$ cat src/rtl/vphy_pkg.sv
package vphy_pkg;
   localparam int PA_W  = 5;
   localparam int RA_W  = 5;
   localparam int REG_W = 16;
   localparam int NREG  = 16;

   localparam logic [1:0] OP_READ  = 2'b10;
   localparam logic [1:0] OP_WRITE = 2'b01;

   localparam int RA_ID1     = 2;
   localparam int RA_ID2     = 3;
   localparam int RA_ID3     = 4;
   localparam int RA_CTL1    = 5;
   localparam int RA_CTL2    = 6;
   localparam int RA_CTL3    = 7;
   localparam int RA_STAT    = 8;
   localparam int RA_MAC_HI  = 9;
   localparam int RA_MAC_MID = 10;
   localparam int RA_MAC_LO  = 11;
   localparam int RA_WDT     = 12;

   typedef enum logic [2:0] {
      FS_PRE, FS_START, FS_HDR, FS_RD_TA, FS_RD_DATA, FS_WR_TA, FS_WR_DATA, FS_SKIP
   } frm_st_t;
endpackage

$ cat src/rtl/vphy_edge_sync.sv
module vphy_edge_sync #(
   parameter int STAGES = 2
) (
   input  logic clk,
   input  logic rst_n,
   input  logic mdc,
   input  logic mdio_i,
   output logic rise,
   output logic bit_o
);
   if (STAGES < 2) begin : g_bad_stages
      $error("vphy_edge_sync: STAGES must be at least 2");
   end

   logic [STAGES-1:0] mdc_s;
   logic [STAGES-1:0] io_s;
   logic              mdc_d;

   always_ff @(posedge clk or negedge rst_n) begin
      if (!rst_n) begin
         mdc_s <= '1;
         io_s  <= '1;
         mdc_d <= 1'b1;
      end else begin
         mdc_s <= {mdc_s[STAGES-2:0], mdc};
         io_s  <= {io_s[STAGES-2:0], mdio_i};
         mdc_d <= mdc_s[STAGES-1];
      end
   end

   assign rise  = mdc_s[STAGES-1] & ~mdc_d;
   assign bit_o = io_s[STAGES-1];

   // edge pulses are one cycle wide
   a_r10_rise_single: assert property (@(posedge clk) disable iff (!rst_n)
      rise |=> !rise);
endmodule

$ cat src/rtl/vphy_frame_fsm.sv
module vphy_frame_fsm
   import vphy_pkg::*;
#(
   parameter logic [PA_W-1:0] PHY_ADDR = 5'h1A,
   parameter int              PRE_LEN  = 32,
   parameter int              DATA_W   = 16
) (
   input  logic              clk,
   input  logic              rst_n,
   input  logic              rise,
   input  logic              bit_i,
   output logic [RA_W-1:0]   rd_addr,
   input  logic [DATA_W-1:0] rd_data,
   output logic              wr_en,
   output logic [RA_W-1:0]   wr_addr,
   output logic [DATA_W-1:0] wr_data,
   output logic              mdio_o,
   output logic              mdio_oe
);
   localparam int HDR_W     = 2 + PA_W + RA_W;
   localparam int CNT_W     = $clog2(DATA_W + 3) + 1;
   localparam int PRE_W     = $clog2(PRE_LEN + 1);
   localparam int SKIP_BITS = 2 + DATA_W;

   if (PRE_LEN < 1) begin : g_bad_pre
      $error("vphy_frame_fsm: PRE_LEN must be positive");
   end

   frm_st_t             st;
   logic [PRE_W-1:0]    pre_cnt;
   logic [CNT_W-1:0]    cnt;
   logic [HDR_W-1:0]    hdr;
   logic [DATA_W-1:0]   sh;
   logic [RA_W-1:0]     addr_q;

   logic [HDR_W-1:0]    hdr_nxt;
   logic [1:0]          op_w;
   logic [PA_W-1:0]     phy_w;
   logic                addr_hit;
   logic [DATA_W-1:0]   sh_nxt;

   assign hdr_nxt  = {hdr[HDR_W-2:0], bit_i};
   assign op_w     = hdr_nxt[HDR_W-1 -: 2];
   assign phy_w    = hdr_nxt[RA_W +: PA_W];
   assign addr_hit = (phy_w == PHY_ADDR);
   assign sh_nxt   = {sh[DATA_W-2:0], bit_i};
   assign rd_addr  = hdr_nxt[RA_W-1:0];

   always_ff @(posedge clk or negedge rst_n) begin
      if (!rst_n) begin
         st      <= FS_PRE;
         pre_cnt <= '0;
         cnt     <= '0;
         hdr     <= '0;
         sh      <= '0;
         addr_q  <= '0;
         wr_en   <= 1'b0;
         wr_addr <= '0;
         wr_data <= '0;
         mdio_o  <= 1'b0;
         mdio_oe <= 1'b0;
      end else begin
         wr_en <= 1'b0;
         if (rise) begin
            case (st)
               FS_PRE: begin
                  if (bit_i) begin
                     if (pre_cnt != PRE_W'(PRE_LEN)) pre_cnt <= pre_cnt + 1'b1;
                  end else if (pre_cnt == PRE_W'(PRE_LEN)) begin
                     st      <= FS_START;
                     pre_cnt <= '0;
                  end else begin
                     pre_cnt <= '0;
                  end
               end
               FS_START: begin
                  if (bit_i) begin
                     st  <= FS_HDR;
                     cnt <= CNT_W'(HDR_W - 1);
                  end else begin
                     st <= FS_PRE;
                  end
               end
               FS_HDR: begin
                  hdr <= hdr_nxt;
                  if (cnt == '0) begin
                     addr_q <= hdr_nxt[RA_W-1:0];
                     if (addr_hit && op_w == OP_READ) begin
                        sh <= rd_data;
                        st <= FS_RD_TA;
                     end else if (addr_hit && op_w == OP_WRITE) begin
                        st  <= FS_WR_TA;
                        cnt <= CNT_W'(1);
                     end else begin
                        st  <= FS_SKIP;
                        cnt <= CNT_W'(SKIP_BITS - 1);
                     end
                  end else begin
                     cnt <= cnt - 1'b1;
                  end
               end
               FS_RD_TA: begin
                  mdio_oe <= 1'b1;
                  mdio_o  <= 1'b0;
                  st      <= FS_RD_DATA;
                  cnt     <= CNT_W'(DATA_W);
               end
               FS_RD_DATA: begin
                  if (cnt == '0) begin
                     mdio_oe <= 1'b0;
                     mdio_o  <= 1'b0;
                     st      <= FS_PRE;
                     pre_cnt <= '0;
                  end else begin
                     mdio_o <= sh[DATA_W-1];
                     sh     <= {sh[DATA_W-2:0], 1'b0};
                     cnt    <= cnt - 1'b1;
                  end
               end
               FS_WR_TA: begin
                  if (cnt == '0) begin
                     st  <= FS_WR_DATA;
                     cnt <= CNT_W'(DATA_W - 1);
                  end else begin
                     cnt <= cnt - 1'b1;
                  end
               end
               FS_WR_DATA: begin
                  sh <= sh_nxt;
                  if (cnt == '0) begin
                     wr_en   <= 1'b1;
                     wr_addr <= addr_q;
                     wr_data <= sh_nxt;
                     st      <= FS_PRE;
                     pre_cnt <= '0;
                  end else begin
                     cnt <= cnt - 1'b1;
                  end
               end
               FS_SKIP: begin
                  if (cnt == '0) begin
                     st      <= FS_PRE;
                     pre_cnt <= '0;
                  end else begin
                     cnt <= cnt - 1'b1;
                  end
               end
               default: st <= FS_PRE;
            endcase
         end
      end
   end

   // the first driven bit is the turnaround zero
   a_r10_ta_zero: assert property (@(posedge clk) disable iff (!rst_n)
      $rose(mdio_oe) |-> !mdio_o);
   // pad outputs move only after a detected MDC rise
   a_r10_edge_paced: assert property (@(posedge clk) disable iff (!rst_n)
      !rise |=> ($stable(mdio_o) && $stable(mdio_oe)));
   // frames being skipped never drive the pad
   a_r1_skip_quiet: assert property (@(posedge clk) disable iff (!rst_n)
      (st == FS_SKIP) |-> !mdio_oe);
   // no write strobe is ever issued without a data-phase edge
   a_r9_wr_from_data: assert property (@(posedge clk) disable iff (!rst_n)
      $rose(wr_en) |-> $past(rise));
endmodule

$ cat src/rtl/vphy_regbank.sv
module vphy_regbank
   import vphy_pkg::*;
#(
   parameter logic [23:0]      OUI      = 24'h007201,
   parameter logic [5:0]       MODEL    = 6'h01,
   parameter logic [3:0]       REV      = 4'h0,
   parameter logic [REG_W-1:0] CTL3_RST = 16'h00F0,
   parameter logic [REG_W-1:0] ID3_RST  = 16'h0000,
   parameter int               WDT_W    = 8
) (
   input  logic              clk,
   input  logic              rst_n,
   input  logic              wr_en,
   input  logic [RA_W-1:0]   wr_addr,
   input  logic [REG_W-1:0]  wr_data,
   input  logic [RA_W-1:0]   rd_addr,
   output logic [REG_W-1:0]  rd_data,
   input  logic [REG_W-1:0]  status_in,
   input  logic [47:0]       mac_addr,
   output logic [REG_W-1:0]  ident3_o,
   output logic [REG_W-1:0]  ctl1_o,
   output logic [REG_W-1:0]  ctl2_o,
   output logic [REG_W-1:0]  ctl3_o,
   output logic [WDT_W-1:0]  wdt_time_o
);
   if (WDT_W < 1 || WDT_W > REG_W) begin : g_bad_wdt
      $error("vphy_regbank: WDT_W out of range");
   end

   localparam logic [REG_W-1:0] ID1_WORD = OUI[21:6];
   localparam logic [REG_W-1:0] ID2_WORD = {OUI[5:0], MODEL, REV};
   localparam logic [NREG-1:0]  WR_MASK  = (NREG'(1) << RA_ID3)  | (NREG'(1) << RA_CTL1) |
                                           (NREG'(1) << RA_CTL2) | (NREG'(1) << RA_CTL3) |
                                           (NREG'(1) << RA_WDT);

   logic [REG_W-1:0] regs [NREG];

   for (genvar g = 0; g < NREG; g++) begin : g_reg
      if (WR_MASK[g]) begin : g_rw
         localparam logic [REG_W-1:0] RSTV = (g == RA_CTL3) ? CTL3_RST :
                                             (g == RA_ID3)  ? ID3_RST  : '0;
         localparam logic [REG_W-1:0] KEEP = (g == RA_WDT) ? REG_W'((1 << WDT_W) - 1) : '1;
         logic [REG_W-1:0] q;
         always_ff @(posedge clk or negedge rst_n) begin
            if (!rst_n)                                 q <= RSTV;
            else if (wr_en && wr_addr == RA_W'(g))      q <= wr_data & KEEP;
         end
         assign regs[g] = q;
      end else begin : g_ro
         assign regs[g] = '0;
      end
   end

   always_comb begin
      rd_data = '0;
      if (rd_addr[RA_W-1] == 1'b0) begin
         case (rd_addr[3:0])
            4'(RA_ID1):     rd_data = ID1_WORD;
            4'(RA_ID2):     rd_data = ID2_WORD;
            4'(RA_STAT):    rd_data = status_in;
            4'(RA_MAC_HI):  rd_data = mac_addr[47:32];
            4'(RA_MAC_MID): rd_data = mac_addr[31:16];
            4'(RA_MAC_LO):  rd_data = mac_addr[15:0];
            default:        rd_data = regs[rd_addr[3:0]];
         endcase
      end
   end

   assign ident3_o   = regs[RA_ID3];
   assign ctl1_o     = regs[RA_CTL1];
   assign ctl2_o     = regs[RA_CTL2];
   assign ctl3_o     = regs[RA_CTL3];
   assign wdt_time_o = regs[RA_WDT][WDT_W-1:0];

   // a write aimed elsewhere leaves the first control word alone
   a_r8_ctl1_untouched: assert property (@(posedge clk) disable iff (!rst_n)
      (wr_en && wr_addr != RA_W'(RA_CTL1)) |=> $stable(ctl1_o));
   // a write to the first control word lands in the next cycle
   a_r4_ctl1_capture: assert property (@(posedge clk) disable iff (!rst_n)
      (wr_en && wr_addr == RA_W'(RA_CTL1)) |=> (ctl1_o == $past(wr_data)));
   // control words only move on a write strobe
   a_r11_ctl2_hold: assert property (@(posedge clk) disable iff (!rst_n)
      !wr_en |=> $stable(ctl2_o));
endmodule

$ cat src/rtl/vphy_mgmt_slave.sv
module vphy_mgmt_slave
   import vphy_pkg::*;
#(
   parameter logic [PA_W-1:0]  PHY_ADDR     = 5'h1A,
   parameter int               PREAMBLE_LEN = 32,
   parameter int               SYNC_STAGES  = 2,
   parameter logic [23:0]      OUI          = 24'h007201,
   parameter logic [5:0]       MODEL_NUM    = 6'h01,
   parameter logic [3:0]       REV_NUM      = 4'h0,
   parameter logic [REG_W-1:0] CTL3_RST     = 16'h00F0,
   parameter logic [REG_W-1:0] ID3_RST      = 16'h0000,
   parameter int               WDT_W        = 8
) (
   input  logic              clk,
   input  logic              rst_n,
   input  logic              mdc,
   input  logic              mdio_i,
   output logic              mdio_o,
   output logic              mdio_oe,
   input  logic [REG_W-1:0]  status_in,
   input  logic [47:0]       mac_addr,
   output logic [REG_W-1:0]  ident3_o,
   output logic [REG_W-1:0]  ctl1_o,
   output logic [REG_W-1:0]  ctl2_o,
   output logic [REG_W-1:0]  ctl3_o,
   output logic [WDT_W-1:0]  wdt_time_o
);
   logic             rise;
   logic             sbit;
   logic [RA_W-1:0]  rd_addr;
   logic [REG_W-1:0] rd_data;
   logic             wr_en;
   logic [RA_W-1:0]  wr_addr;
   logic [REG_W-1:0] wr_data;

   vphy_edge_sync #(.STAGES(SYNC_STAGES)) u_sync (
      .clk(clk), .rst_n(rst_n), .mdc(mdc), .mdio_i(mdio_i),
      .rise(rise), .bit_o(sbit)
   );

   vphy_frame_fsm #(.PHY_ADDR(PHY_ADDR), .PRE_LEN(PREAMBLE_LEN), .DATA_W(REG_W)) u_fsm (
      .clk(clk), .rst_n(rst_n), .rise(rise), .bit_i(sbit),
      .rd_addr(rd_addr), .rd_data(rd_data),
      .wr_en(wr_en), .wr_addr(wr_addr), .wr_data(wr_data),
      .mdio_o(mdio_o), .mdio_oe(mdio_oe)
   );

   vphy_regbank #(.OUI(OUI), .MODEL(MODEL_NUM), .REV(REV_NUM),
                  .CTL3_RST(CTL3_RST), .ID3_RST(ID3_RST), .WDT_W(WDT_W)) u_regs (
      .clk(clk), .rst_n(rst_n),
      .wr_en(wr_en), .wr_addr(wr_addr), .wr_data(wr_data),
      .rd_addr(rd_addr), .rd_data(rd_data),
      .status_in(status_in), .mac_addr(mac_addr),
      .ident3_o(ident3_o), .ctl1_o(ctl1_o), .ctl2_o(ctl2_o), .ctl3_o(ctl3_o),
      .wdt_time_o(wdt_time_o)
   );
endmodule

$ cat config.mk
export PLATFORM = sky130hd
export DESIGN_NAME = vphy_mgmt_slave
export DESIGN_NICKNAME = d
export VERILOG_FILES = /design/src/rtl/vphy_pkg.sv /design/src/rtl/vphy_edge_sync.sv /design/src/rtl/vphy_frame_fsm.sv /design/src/rtl/vphy_regbank.sv /design/src/rtl/vphy_mgmt_slave.sv
export SDC_FILE = /design/constraint.sdc
export NUM_CORES = 1
export LEC_CHECK = 0
export BUFFER_PORTS_ARGS = -buffer_cell sky130_fd_sc_hd__buf_2
export CAP_MARGIN = 10
export CELL_PAD_IN_SITES_DETAIL_PLACEMENT = 1
export CELL_PAD_IN_SITES_GLOBAL_PLACEMENT = 1
export CORE_UTILIZATION = 28
export DETAILED_ROUTE_END_ITERATION = 10
export PLACE_DENSITY_LB_ADDON = 0.1
export SLEW_MARGIN = 25
export SYNTH_ARGS = -nofsm -noshare
export SYNTH_HDL_FRONTEND = slang
export SYNTH_SLANG_ARGS = --single-unit
$ cat constraint.sdc
create_clock -name clk -period 2.5 [get_ports clk]
set_input_delay 0.125 -clock clk [delete_from_list [all_inputs] [get_ports clk]]
set_output_delay 0.125 -clock clk [all_outputs]
set_load 0.005 [all_outputs]
==> metrics.yaml <==
clocking:
  clockBufferDepth: 2
  root_buffer: "clkbuf_16"
  insertion_delay_ns: 0.43
  cts_buffers: 17
  htreeDepth: 4
  cts_tree: "built"
  clkSlewWorstSetupHoldPaths_ns: 0.07
  clock_sinks: 148
  cts_setup_buffers: 0
  holdBufCountCts: 3
  ctsResizeCount: 0
yosys:
  synth-edff-count: 0
  synthFlopType: "dfrtp_1"
  synthArstFlopShare: 1.000
  yosys_warnings: 0
  syn_inst: 636
  yosysSeqAreaShare: 0.4891
  ys_seq_elements: 148
  syn-cell-area_mm2: 0.007595
  ys_types: 69
  synth_area_per_cell_um2: 11.94
  syn_nets: 708
drt:
  drtAntennaViolNets: 0
  wl_per_cell_um: 21.69
  drc: 0
  via_per_inst: 5.126
  drt_iter0_drc: 236
  finalWirelength_um: 24730
  dr.pass1.iters: 4
  num_vias: 5844
floorplanning:
  io-pin-count: 142
  die-area_mm2: 0.02779
  die_w_um: 166.7
  initial_core_util: 0.2882
  row_count: 59
  die_h_um: 166.7
  core_mm2: 0.02635
global_routing:
  gr-total-overflow: 0
  antenna_found_initial: 0
  grt_max_degree: 65
  grt_first_pass_wirelength_um: 38910
  grt_pass1_vias: 6483
  gr-usage-all-layers: 0.1830
sta:
  tightest_slew_ns: 0.6773
  slew_viol_final: 0
  fmax_mhz: 452.0
  setup_viol: 0
  rsz0062_at_grt: "no"
  period_needed_ns: 2.213
  clock_skew_ns: 0.01361
  setup_tns_ns: 0
  fin_crit_sh: 0.8851
  relSlewSlack: 0.5468
  hold_viol: 0
final_layout:
  antenna_cells: 0
  seq_area_mm2: 0.003716
  multi_input_area_mm2: 0.003596
  area_growth_pct: 24.73
  finalNetCount: 864
  drive_gt1_frac: 0.4447
  n_fill_cell: 2886
power_and_ir_drop:
  power_mw: 5.154
  p_leak_nw: 4.564
  peakVddDrop_uv: 393.5
  powerDensity_mw_per_mm2: 544.1
placed_design:
  dp_hpwl_um: 17710
  portBuffers: 141
  place_congestion: 0.8020
job:
  drv_cap: 0
critical_path:
  critPathKind: "reg -> reg"
  worst_ep_arrival_time_ns: 2.52
  critPathRequiredTime_ns: 2.81
  worstSetupStartpointType: "flip-flop"
  path_max_fanout: 22
  cp-end-kind: "flip-flop"
min_path:
  hold_class: "in -> reg"
outcome:
  outcome: "complete, no violations"
metal layers:
layer	wire length (um)	global-route usage
met1	11790	0.2478
met4	395	0.05636
met5	0	0
met2	11820	0.2985
met3	724	0.03042
through the flow:
step           hold WS, ns  instance area, um^2  instances  setup WS [ns]  utilization
2_1_floorplan      -0.1706                 7595        636         0.5584            -
6_report            0.1687                 9473       1140         0.2874       0.3594
3_5_place_dp        0.1844                 8879       1105         0.2902       0.3369
5_1_grt             0.2120                 9473       1140         0.1228       0.3594
3_3_place_gp        0.1685                 8879       1105         0.3705       0.3369
4_1_cts             0.1618                 9473       1140         0.2692       0.3594
worst paths after layout:
check                                     startpoint                              to  slack [ns]  depth (start not counted)
max in group asynchronous                      rst_n       u_sync.mdc_s[0]$_DFF_PN1_        1.43                          3
min                                     mac_addr[40]         u_fsm.sh[8]$_DFFE_PN0P_        0.17                          4
max                         u_fsm.cnt[0]$_DFFE_PN0P_   u_fsm.wr_data[10]$_DFFE_PN0P_        0.29                          7
min in group asynchronous                      rst_n  u_regs.ident3_o[2]$_DFFE_PN0P_        0.27                          2
min reg2reg                u_sync.mdc_s[0]$_DFF_PN1_       u_sync.mdc_s[1]$_DFF_PN1_        0.37                          0
max reg2reg                 u_fsm.cnt[0]$_DFFE_PN0P_   u_fsm.wr_data[10]$_DFFE_PN0P_        0.29                          7
sequential cells by signal (all words and copies together), names as in the netlist, 2 cells and up:
| name | cells |
|---|---|
| u_fsm.sh | 16 |
| u_fsm.wr_data | 16 |
| u_regs.ctl1_o | 16 |
| u_regs.ctl2_o | 16 |
| u_regs.ctl3_o | 16 |
| u_regs.ident3_o | 16 |
| u_fsm.hdr | 11 |
| u_regs.g.g_rw.q | 8 |
| u_fsm.cnt | 6 |
| u_fsm.pre_cnt | 6 |
| u_fsm.addr_q | 5 |
| u_fsm.wr_addr | 5 |
| u_fsm.st | 3 |
| u_sync.io_s | 2 |
| u_sync.mdc_s | 2 |
layout by cell type (no fill, tap or decap), types with 5 or more instances in the layout:
cell         n
o21ai_0     26
buf_2      140
nor3_1      22
mux2i_1      8
buf_12       9
a31oi_1      7
nand2_1     39
mux2_2      96
buf_4       28
nor2b_1     14
nor2_1      15
dfstp_2      9
inv_6        6
a221oi_1     6
a22oi_1      9
clkbuf_16   17
a21oi_1     48
mux4_2      15
dfrtp_1    138
mux2_4      19
o2bb2ai_1    5
nand3_1      9
nand2b_1    11
inv_1       12
o21ai_1      8
cells by family (layout without fill, tap and decap cells):
family                   Yosys count  after routing  synth area share
AO/OA/AOI/OAI                    149            149            0.1306
flip-flops                       148            148            0.4891
AND/OR/NAND/NOR                  140            140            0.1002
multiplexers                     138            138            0.2349
buffers and inverters             56            225           0.03739
adder cells (fa/ha/maj)            4              4          0.006590
XOR/XNOR                           1              1          0.001153
synth_stat cells (3+ instances only):
master	n	area (um^2)
dfrtp_1	139	3478
mux2_2	96	1081
a21oi_1	48	240.2
nand2_1	39	146.4
o21ai_0	26	130.1
nor3_1	22	110.1
buf_2	19	95.09
mux2_4	19	285.3
clkbuf_1	15	56.30
mux4_2	15	337.8
nor2_1	15	56.30
nor2b_1	14	87.58
inv_1	12	45.04
nand2b_1	11	68.82
a22oi_1	9	67.56
dfstp_2	9	236.5
nand3_1	9	45.04
mux2i_1	8	80.08
o21ai_1	8	40.04
a31oi_1	7	43.79
a221oi_1	6	52.55
buf_6	5	56.30
o2bb2ai_1	5	43.79
a32o_1	4	40.04
and3_1	4	25.02
ha_1	4	50.05
a22o_1	3	26.28
buf_4	3	22.52
nand3b_1	3	22.52
nand4_1	3	18.77
o21bai_1	3	22.52
o221ai_1	3	26.28
report_power, final:
part,internal [mW],switching [mW],total (mW)
clock,1.33,1.19,2.51
combinational,0.0946,0.128,0.223
sequential,2.41,0.00974,2.42
total,3.83,1.33,5.15
cell type report:
cell class / count / share of cell area
clock buffer: 18 / 0.04530
clock inverter: 14 / 0.01426
inverter: 12 / 0.004755
multi-input combinational: 432 / 0.3796
sequential: 148 / 0.3923
tap: 335 / 0.04425
timing repair buffer: 181 / 0.1195
worst max-delay path: stages (launching register included):
cell     delay, ns
dfrtp_1       0.43
inv_1         0.12
ha_1          0.15
nor3b_4       0.37
and2_1        0.28
nand4_4       0.10
buf_4         0.27
mux2_4        0.35
Note: power is estimated with default switching activity, not from simulation.
